File: config.mk
export PLATFORM = sky130hd
export DESIGN_NAME = rns_scaler3
export DESIGN_NICKNAME = d
export VERILOG_FILES = /design/src/rtl/rns_scale_pkg.sv /design/src/rtl/rns_operand_prep.sv /design/src/rtl/rns_csa_eac.sv /design/src/rtl/rns_mod_adder.sv /design/src/rtl/rns_scaler3.sv
export SDC_FILE = /design/constraint.sdc
export NUM_CORES = 1
export LEC_CHECK = 0
export BUFFER_PORTS_ARGS = -buffer_cell sky130_fd_sc_hd__buf_2
export CAP_MARGIN = 30
export CORE_UTILIZATION = 40
export CTS_BUF_LIST = sky130_fd_sc_hd__clkbuf_8 sky130_fd_sc_hd__clkbuf_16
export CTS_CLUSTER_DIAMETER = 50
export DETAILED_ROUTE_END_ITERATION = 8
export SLEW_MARGIN = 20
export SYNTH_ARGS = -nofsm -noshare
export SYNTH_HDL_FRONTEND = slang
export SYNTH_SLANG_ARGS = --single-unit
File: constraint.sdc
create_clock -name clk -period 1.03 [get_ports clk]
set_input_delay 0.103 -clock clk [delete_from_list [all_inputs] [get_ports clk]]
set_output_delay 0.103 -clock clk [all_outputs]
set_load 0.005 [all_outputs]
File: src/rtl/rns_scale_pkg.sv
`timescale 1ns/1ps
package rns_scale_pkg;

  // Largest channel width the check arithmetic is sized for
  localparam int unsigned NMAX = 16;

  // Non-negative remainder of v modulo 2^w - 1
  function automatic longint modm(longint v, int unsigned w);
    longint m;
    longint r;
    m = (longint'(1) << w) - 1;
    r = v % m;
    if (r < 0) r = r + m;
    return r;
  endfunction

  // Value of an all-ones word of w bits
  function automatic longint ones_val(int unsigned w);
    return (longint'(1) << w) - 1;
  endfunction

endpackage

File: src/rtl/rns_operand_prep.sv
`timescale 1ns/1ps
module rns_operand_prep #(
  parameter int unsigned N = 5
) (
  input  logic         clk,
  input  logic         rst_n,
  input  logic [N:0]   res_plus,
  input  logic [N-1:0] res_pow,
  input  logic [N-1:0] res_minus,
  output logic [N-1:0] op_a,
  output logic [N-1:0] op_b,
  output logic [N-1:0] op_c,
  output logic [N-1:0] op_d
);
  import rns_scale_pkg::*;

  localparam int unsigned ROT = N - 1;

  logic [N-1:0] plus_fold;   // res_plus reduced into N bits
  logic [N-1:0] plus_neg;    // negation of plus_fold modulo 2^N-1

  // Bit N is set only for the value 2^N (low bits zero); 2^N == 1 mod 2^N-1
  assign plus_fold = res_plus[N-1:0] | {{(N-1){1'b0}}, res_plus[N]};
  assign plus_neg  = ~plus_fold;

  assign op_a = plus_fold;
  assign op_b = ~res_pow;

  // Multiply by 2^(N-1) modulo 2^N-1: rotate left by N-1
  for (genvar i = 0; i < N; i++) begin : g_rot
    assign op_c[(i + ROT) % N] = res_minus[i];
    assign op_d[(i + ROT) % N] = plus_neg[i];
  end

  AST_FOLD_CONGRUENT: assert property (@(posedge clk) disable iff (!rst_n)
    modm(longint'(plus_fold), N) == modm(longint'(res_plus), N));

endmodule

File: src/rtl/rns_csa_eac.sv
`timescale 1ns/1ps
module rns_csa_eac #(
  parameter int unsigned N = 5
) (
  input  logic         clk,
  input  logic         rst_n,
  input  logic [N-1:0] in_a,
  input  logic [N-1:0] in_b,
  input  logic [N-1:0] in_c,
  output logic [N-1:0] out_sum,
  output logic [N-1:0] out_cry
);
  import rns_scale_pkg::*;

  logic [N-1:0] maj;

  assign out_sum = in_a ^ in_b ^ in_c;
  assign maj     = (in_a & in_b) | (in_a & in_c) | (in_b & in_c);

  // Carry of bit N-1 has weight 2^N == 1, so it re-enters at bit 0
  for (genvar i = 0; i < N; i++) begin : g_wrap
    assign out_cry[(i + 1) % N] = maj[i];
  end

  AST_CSA_CONGRUENT: assert property (@(posedge clk) disable iff (!rst_n)
    modm(longint'(out_sum) + longint'(out_cry), N) ==
    modm(longint'(in_a) + longint'(in_b) + longint'(in_c), N));

endmodule

File: src/rtl/rns_mod_adder.sv
`timescale 1ns/1ps
module rns_mod_adder #(
  parameter int unsigned N = 5
) (
  input  logic         clk,
  input  logic         rst_n,
  input  logic [N-1:0] add_a,
  input  logic [N-1:0] add_b,
  output logic [N-1:0] add_y
);
  import rns_scale_pkg::*;

  logic [N:0]   raw_sum;
  logic [N-1:0] wrapped;
  logic         is_ones;

  assign raw_sum = {1'b0, add_a} + {1'b0, add_b};
  // If the carry-out is set the low part is at most 2^N-2, so this cannot overflow
  assign wrapped = raw_sum[N-1:0] + {{(N-1){1'b0}}, raw_sum[N]};
  assign is_ones = &wrapped;
  assign add_y   = is_ones ? '0 : wrapped;

  AST_MODADD_CONGRUENT: assert property (@(posedge clk) disable iff (!rst_n)
    modm(longint'(add_y), N) ==
    modm(longint'(add_a) + longint'(add_b), N));

endmodule

File: src/rtl/rns_scaler3.sv
`timescale 1ns/1ps
module rns_scaler3 #(
  parameter int unsigned N       = 5,
  parameter bit          OUT_REG = 1'b1
) (
  input  logic         clk,
  input  logic         rst_n,
  input  logic [N:0]   res_plus,
  input  logic [N-1:0] res_pow,
  input  logic [N-1:0] res_minus,
  output logic [N-1:0] quot
);
  import rns_scale_pkg::*;

  localparam logic [N-1:0] ALL_ONES = {N{1'b1}};

  logic [N-1:0] op_a, op_b, op_c, op_d;
  logic [N-1:0] lvl1_sum, lvl1_cry;
  logic [N-1:0] lvl2_sum, lvl2_cry;
  logic [N-1:0] y_comb;

  rns_operand_prep #(.N(N)) u_prep (
    .clk(clk), .rst_n(rst_n),
    .res_plus(res_plus), .res_pow(res_pow), .res_minus(res_minus),
    .op_a(op_a), .op_b(op_b), .op_c(op_c), .op_d(op_d)
  );

  rns_csa_eac #(.N(N)) u_csa1 (
    .clk(clk), .rst_n(rst_n),
    .in_a(op_a), .in_b(op_b), .in_c(op_c),
    .out_sum(lvl1_sum), .out_cry(lvl1_cry)
  );

  rns_csa_eac #(.N(N)) u_csa2 (
    .clk(clk), .rst_n(rst_n),
    .in_a(lvl1_sum), .in_b(lvl1_cry), .in_c(op_d),
    .out_sum(lvl2_sum), .out_cry(lvl2_cry)
  );

  rns_mod_adder #(.N(N)) u_cpa (
    .clk(clk), .rst_n(rst_n),
    .add_a(lvl2_sum), .add_b(lvl2_cry),
    .add_y(y_comb)
  );

  if (OUT_REG) begin : g_reg
    logic [N-1:0] quot_q;
    always_ff @(posedge clk or negedge rst_n) begin
      if (!rst_n) quot_q <= '0;
      else        quot_q <= y_comb;
    end
    assign quot = quot_q;

    AST_REG_FOLLOWS: assert property (@(posedge clk) disable iff (!rst_n)
      1'b1 |=> quot == $past(y_comb));
  end else begin : g_comb
    assign quot = y_comb;
  end

  AST_NO_ALL_ONES: assert property (@(posedge clk) disable iff (!rst_n)
    quot != ALL_ONES);

  AST_PATH_MATCHES: assert property (@(posedge clk) disable iff (!rst_n)
    modm(longint'(y_comb), N) ==
    modm(longint'(op_a) + longint'(op_b) + longint'(op_c) + longint'(op_d), N));

endmodule

* Word level (Yosys, flattened, before mapping)
Cells that the tools add are included.
** Storage, ports and cells
- Flip-flop bits (word level) :: 5
- Bits of input ports :: 18
- Output and inout port bits :: 5
- Logic and storage cells :: 22
** Operators by class
- Add/sub/neg operators :: 2
- Muxes and demuxes :: 1
- Bitwise logic cells :: 17
- Reductions and logical operators :: 1
** Operators by type and width (count)
- bitwise AND 5 bit :: 6
- OR 5 bit :: 4
- XOR 5 bit :: 4
- NOT 5 bit :: 2
- adder 5 x 5 -> 6 bit :: 1
- adder 5 x 1 -> 5 bit :: 1
- two-way mux 5 bit :: 1
- OR 5 x 1 -> 5 bit :: 1
- AND reduction 5 bit :: 1

* Logic depth before layout (Yosys ltp)
- Word-level depth :: 11
- Gate-level depth with buffers :: 16
- Mapped depth without buffers :: 15

* Cells and area by module
A second synthesis with hierarchy kept.
** Unflattened totals
- Cells, all modules :: 85
- Area, all modules :: 834.6 um2
** Modules (own cells, without submodules)
- rns_mod_adder :: instances 1, cells each 50, area an instance 397.9 um2, seq. area each 0.0 um2
- rns_csa_eac :: instances 2, cells each 5, area an instance 100.1 um2, seq. area each 0.0 um2
- rns_scaler3 :: instances 1, cells each 5, area an instance 125.1 um2, seq. area each 125.1 um2
- rns_operand_prep :: instances 1, cells each 20, area an instance 111.4 um2, seq. area each 0.0 um2

* Least setup slack after synthesis
OpenSTA, ideal clock, no wires.
- Path kind :: in2reg
- Start point :: input port res_plus[5]
- End point :: register g_reg.quot_q[0], in the netlist quot[0]
- Library setup time :: 0.137 ns
- Arrival :: 3.275 ns
- Required time :: 0.893 ns
- Setup slack :: -2.382 ns
- Cell stages on the path :: 14
- Buffers on the path :: 0
- Cell sequence :: or2_2 -> fa_1 -> fa_1 -> ha_1 -> a211oi_1 -> nor2_1 -> o21ai_0 -> nand2b_1 -> ha_1 -> ha_1 -> xor3_1 -> nand3_1 -> nor3_2 -> a21boi_0
** On the way
- Longest elaborated chain between the ends :: 11
- Elaborated cells on any way between the ends :: 19
- Those cells by class :: add/sub: 2; mux: 1; bitwise: 15; reduce/logical: 1
** RTL lines
- from (decl) :: line rns_scaler3.sv:8 : input logic [N:0] res_plus,
- OR 5 x 1 -> 5 bit * :: line rns_operand_prep.sv:23 : assign plus_fold = res_plus[N-1:0] | {{(N-1){1'b0}}, res_plus[N]};
- bitwise AND 5 bit :: line rns_csa_eac.sv:18 : assign maj = (in_a & in_b) | (in_a & in_c) | (in_b & in_c);
- OR 5 bit (2 in series) :: line rns_csa_eac.sv:18
- bitwise AND 5 bit :: line rns_csa_eac.sv:18
- OR 5 bit (2 in series) :: line rns_csa_eac.sv:18
- adder 5 x 5 -> 6 bit * :: line rns_mod_adder.sv:17 : assign raw_sum = {1'b0, add_a} + {1'b0, add_b};
- adder 5 x 1 -> 5 bit * :: line rns_mod_adder.sv:19 : assign wrapped = raw_sum[N-1:0] + {{(N-1){1'b0}}, raw_sum[N]};
- AND reduction 5 bit :: line rns_mod_adder.sv:20 : assign is_ones = &wrapped;
- two-way mux 5 bit * :: line rns_mod_adder.sv:21 : assign add_y = is_ones ? '0 : wrapped;
- net u_cpa.add_y[0] :: line rns_mod_adder.sv:9 : output logic [N-1:0] add_y
- to (signal assigned) :: line rns_scaler3.sv:50 : else quot_q <= y_comb;
- to (decl) :: line rns_scaler3.sv:47 : logic [N-1:0] quot_q;
Mark *: on every way through the listed nets, which the timed path passes. The rest lies on a longest branch.

* Final worst setup path
- Start point :: input port res_plus[5]
- End point :: register g_reg.quot_q[3], in the netlist quot[3]
The elaborated chain is that of the path after synthesis.

==> impl_summary.txt <==
----------------------------------------------------
[Die]
  Cell Rows ... 15
  Full die area ... 2204 um^2
  Initial Utilization ... 44.86%
  # IOs ... 23
  Die height ... 46.95 um
  Total core area ... 1802 um^2
  Floorplan die width ... 46.95 um

[Timing]
  Post-layout worst setup margin ... -2.093 ns
  Crit share post-route ... 303.2%
  Minimum clock period ... 3.123 ns
  Highest Clock Rate ... 320.2 MHz
  Relative max-transition margin ... 69.49%
  Final-report setup violation count ... 5
  RSZ-0062 raised after global routing ... yes
  Slew of the pin with the lowest slew margin ... 0.4576 ns
  Number of endpoints with negative hold slack in the final report ... 0
  Setup TNS ... -10.37 ns
  Final Slew Violations ... 0

[Layout]
  N_diodes ... 0
  Area of the multi-input gates ... 720.7 um^2
  Area grow syn2layout ... 65.32%
  Layout cells sized above 1 ... 56.93%
  Non-filler instance count after layout ... 162
  Fill cells ... 124
  Area of all sequential standard cells ... 125.1 um^2
  Largest register FFs ... 5
  Nets ... 174

[Yosys]
  Synth top area cells ... fa_1, dfrtp_1, ha_1, inv_1, a21oi_1
  Top-area cell type share of the netlist area ... 27.24%
  Post-synthesis cell type count ... 31
  Share of flip-flops with an asynchronous set or reset after synthesis ... 100.0%
  Most frequently used cell type in the post-synthesis netlist ... inv_1
  Yosys synthesis warning count ... 0
  Most numerous cell types in the synthesized netlist ... inv_1, fa_1, ha_1
  Synthesis-stage register bit count ... 5
  Synthesized cell area ... 808.3 um^2
  Post-synth EDFFs ... 0
  Post-synthesis instance total ... 82
  Net count after synthesis ... 118
  Prevailing post-synth register cell ... dfrtp_1
  Yosys top cell by area ... fa_1
  Sequential fraction of the synthesis area ... 15.48%
  Synthesized area per cell ... 9.857 um^2

[Clock tree]
  CTS sink cnt ... 5
  Clock transition at the registers of the reported paths ... 0.04 ns
  Number of buffers between clock root and the deepest sink ... 2
  CTS Buf Count ... 3
  Clock tree from TritonCTS ... yes
  Number of H-tree levels ... 1
  Cell chosen for the clock root ... clkbuf_8

[Detailed routing]
  Number of DRC violations after detailed routing ... 0
  Drt wl/cell ... 13.51 um
  Sum of routed wire length over all layers ... 2188 um
  First-pass detailed-route iteration total ... 4
  Total vias in the final route ... 775
  Number of routed nets with antenna violations ... 0
  Via/cell ratio ... 4.784
  Iteration-0 DRC Markers ... 25

[Power]
  Switching part of the total power ... 39.80%
  Share of total power in combinational logic ... 79.3%
  Overall Power ... 3.266 mW
  Leakage power figure ... 0.6641 nW
  Psw ... 1.300 mW
  Peak supply drop ... 1.571 mV
  Clock share of power ... 10.6%
  Power density normalized to cell area ... 2444 nW/um^2
  Part of the power in registers ... 10.1%
  Int Pwr ... 1.966 mW

[Run]
  Number of maximum-capacitance violations ... 0

[Global routing]
  Remaining Overflow, GRT ... 0
  Pin count of the biggest net entering global routing ... 8
  Number of antenna violations at the first check in global routing ... 0
  Overall fraction of global-route tracks in use ... 21.76%
  Via count of the first global-routing pass ... 807
  Global-route wire length before repair ... 3263 um

[Place]
  HPWL after detailed placement ... 1531 um
  Number of placed instances, taps included ... 146
  Buffers on Ports ... 22
  Final RePlAce weighted congestion ... 0.7776

[Critical path]
  Endpoint kind of the worst setup timing path ... flip-flop
  Crit path launch type ... input port
  Worst path required time ... 1.17 ns
  Critical Path AT ... 3.26 ns
  Maximum net fanout on the critical path ... 4
  Category of the critical setup timing path ... in -> reg

[Run status]
  Result of the run ... complete, but fails checks
  Violated checks ... setup timing

[Min path]
  Worst hold-check path type ... in -> async

----------------------------------------------------
## routing by layer
metal / track usage [%] / up-vias / wire length, um
met1: 23.35 / 368 / 909
met2: 44.44 / 20 / 1231
met4: 5.143 / 0 / 0
met5: 0 / - / 0
li1: - / 387 / -
met3: 2.308 / 0 / 47
## stage by stage
stage	cell area, um^2	worst slack [ns]	hold slack (ns)	utilization, %
floorplan	854.6	-2.104	-0.1926	-
global placement	1120	-2.311	-0.08612	62.15
detailed placement	1120	-2.402	-0.08232	62.15
CTS	1266	-2.110	0.2209	70.28
global route	1336	-2.181	0.2595	74.17
finish	1336	-2.093	0.2242	74.17
## logic make-up after synthesis
group / count (synthesis) / share of synthesized area [%]
DFF: 5 / 15.48
adders and majority gates: 18 / 38.08
buffers and inverters: 18 / 9.288
muxes: 1 / 1.238
and+or+nand+nor: 19 / 14.40
xor gates and xnor gates: 2 / 4.025
AOI/OAI and AO/OA: 19 / 17.49
## layout by cell type, fill, tap and decap left out, drive strengths merged
cell,netlist,routed
mux2i,1,1
xnor2,1,1
a311o,1,1
nand2,2,2
ha,7,7
inv,17,18
or2,3,3
buf,1,51
a21oi,5,5
o22ai,1,1
nand2b,2,2
o2bb2ai,1,1
dfrtp,5,5
nor2b,3,3
o221ai,1,1
nor3,1,1
and3,2,2
fa,11,11
a21boi,3,3
nand3,2,2
nor3b,1,1
or3b,1,1
xor3,1,1
dlygate4sd3,0,1
nor2,2,2
clkbuf,0,3
a211o,1,1
o32ai,1,1
a211oi,2,2
a2111o,1,1
o21ai,2,2
## path summary, 6_finish.rpt
check / from / to / slack [ns] / depth (start not counted)
min in group clk: quot[4] / quot[4] / 0.72 / 1
max in group asynchronous: rst_n / quot[3] / 0.68 / 2
min: rst_n / quot[1] / 0.22 / 2
max: res_plus[5] / quot[3] / -2.09 / 11
## cell type report
cell class | count | area share, %
multi-input cells | 59 | 53.93
flip-flops and latches | 5 | 9.363
well taps | 25 | 2.341
inverters | 17 | 4.775
clock buffers | 3 | 3.090
repair buffers | 52 | 26.22
clock inverters | 1 | 0.2809
## worst max-delay path, stage by stage
cell and delay (ns):
buf_6 0.09, or2_4 0.25, fa_2 0.55, fa_2 0.45, ha_4 0.19, buf_4 0.14, fa_2 0.56, nand2_1 0.11
or3b_1 0.38, o221ai_2 0.25, nor2b_1 0.19
## power groups by stage
stage / sequential (mW) / clock [mW] / combinational, mW
final: 0.329 / 0.346 / 2.59
after global routing: 0.346 / 0.375 / 2.82
after CTS: 0.331 / 0.353 / 2.34
after detailed placement: 0.328 / 0 / 2.07
after global placement: 0.330 / 0 / 2.04
after floorplan: 0.353 / 0 / 1.40
## what timing repair did
action / 4_1_cts / 5_1_grt
resized for setup: 5 / 10
endpoints found under the setup margin: 5 / 5
endpoints found under the hold margin: 5 / 0
buffers inserted: 8 / 3
hold buffers: 1 / 0
pin swaps: 10 / 6
No activity file was read; power rests on OpenSTA's default activity.
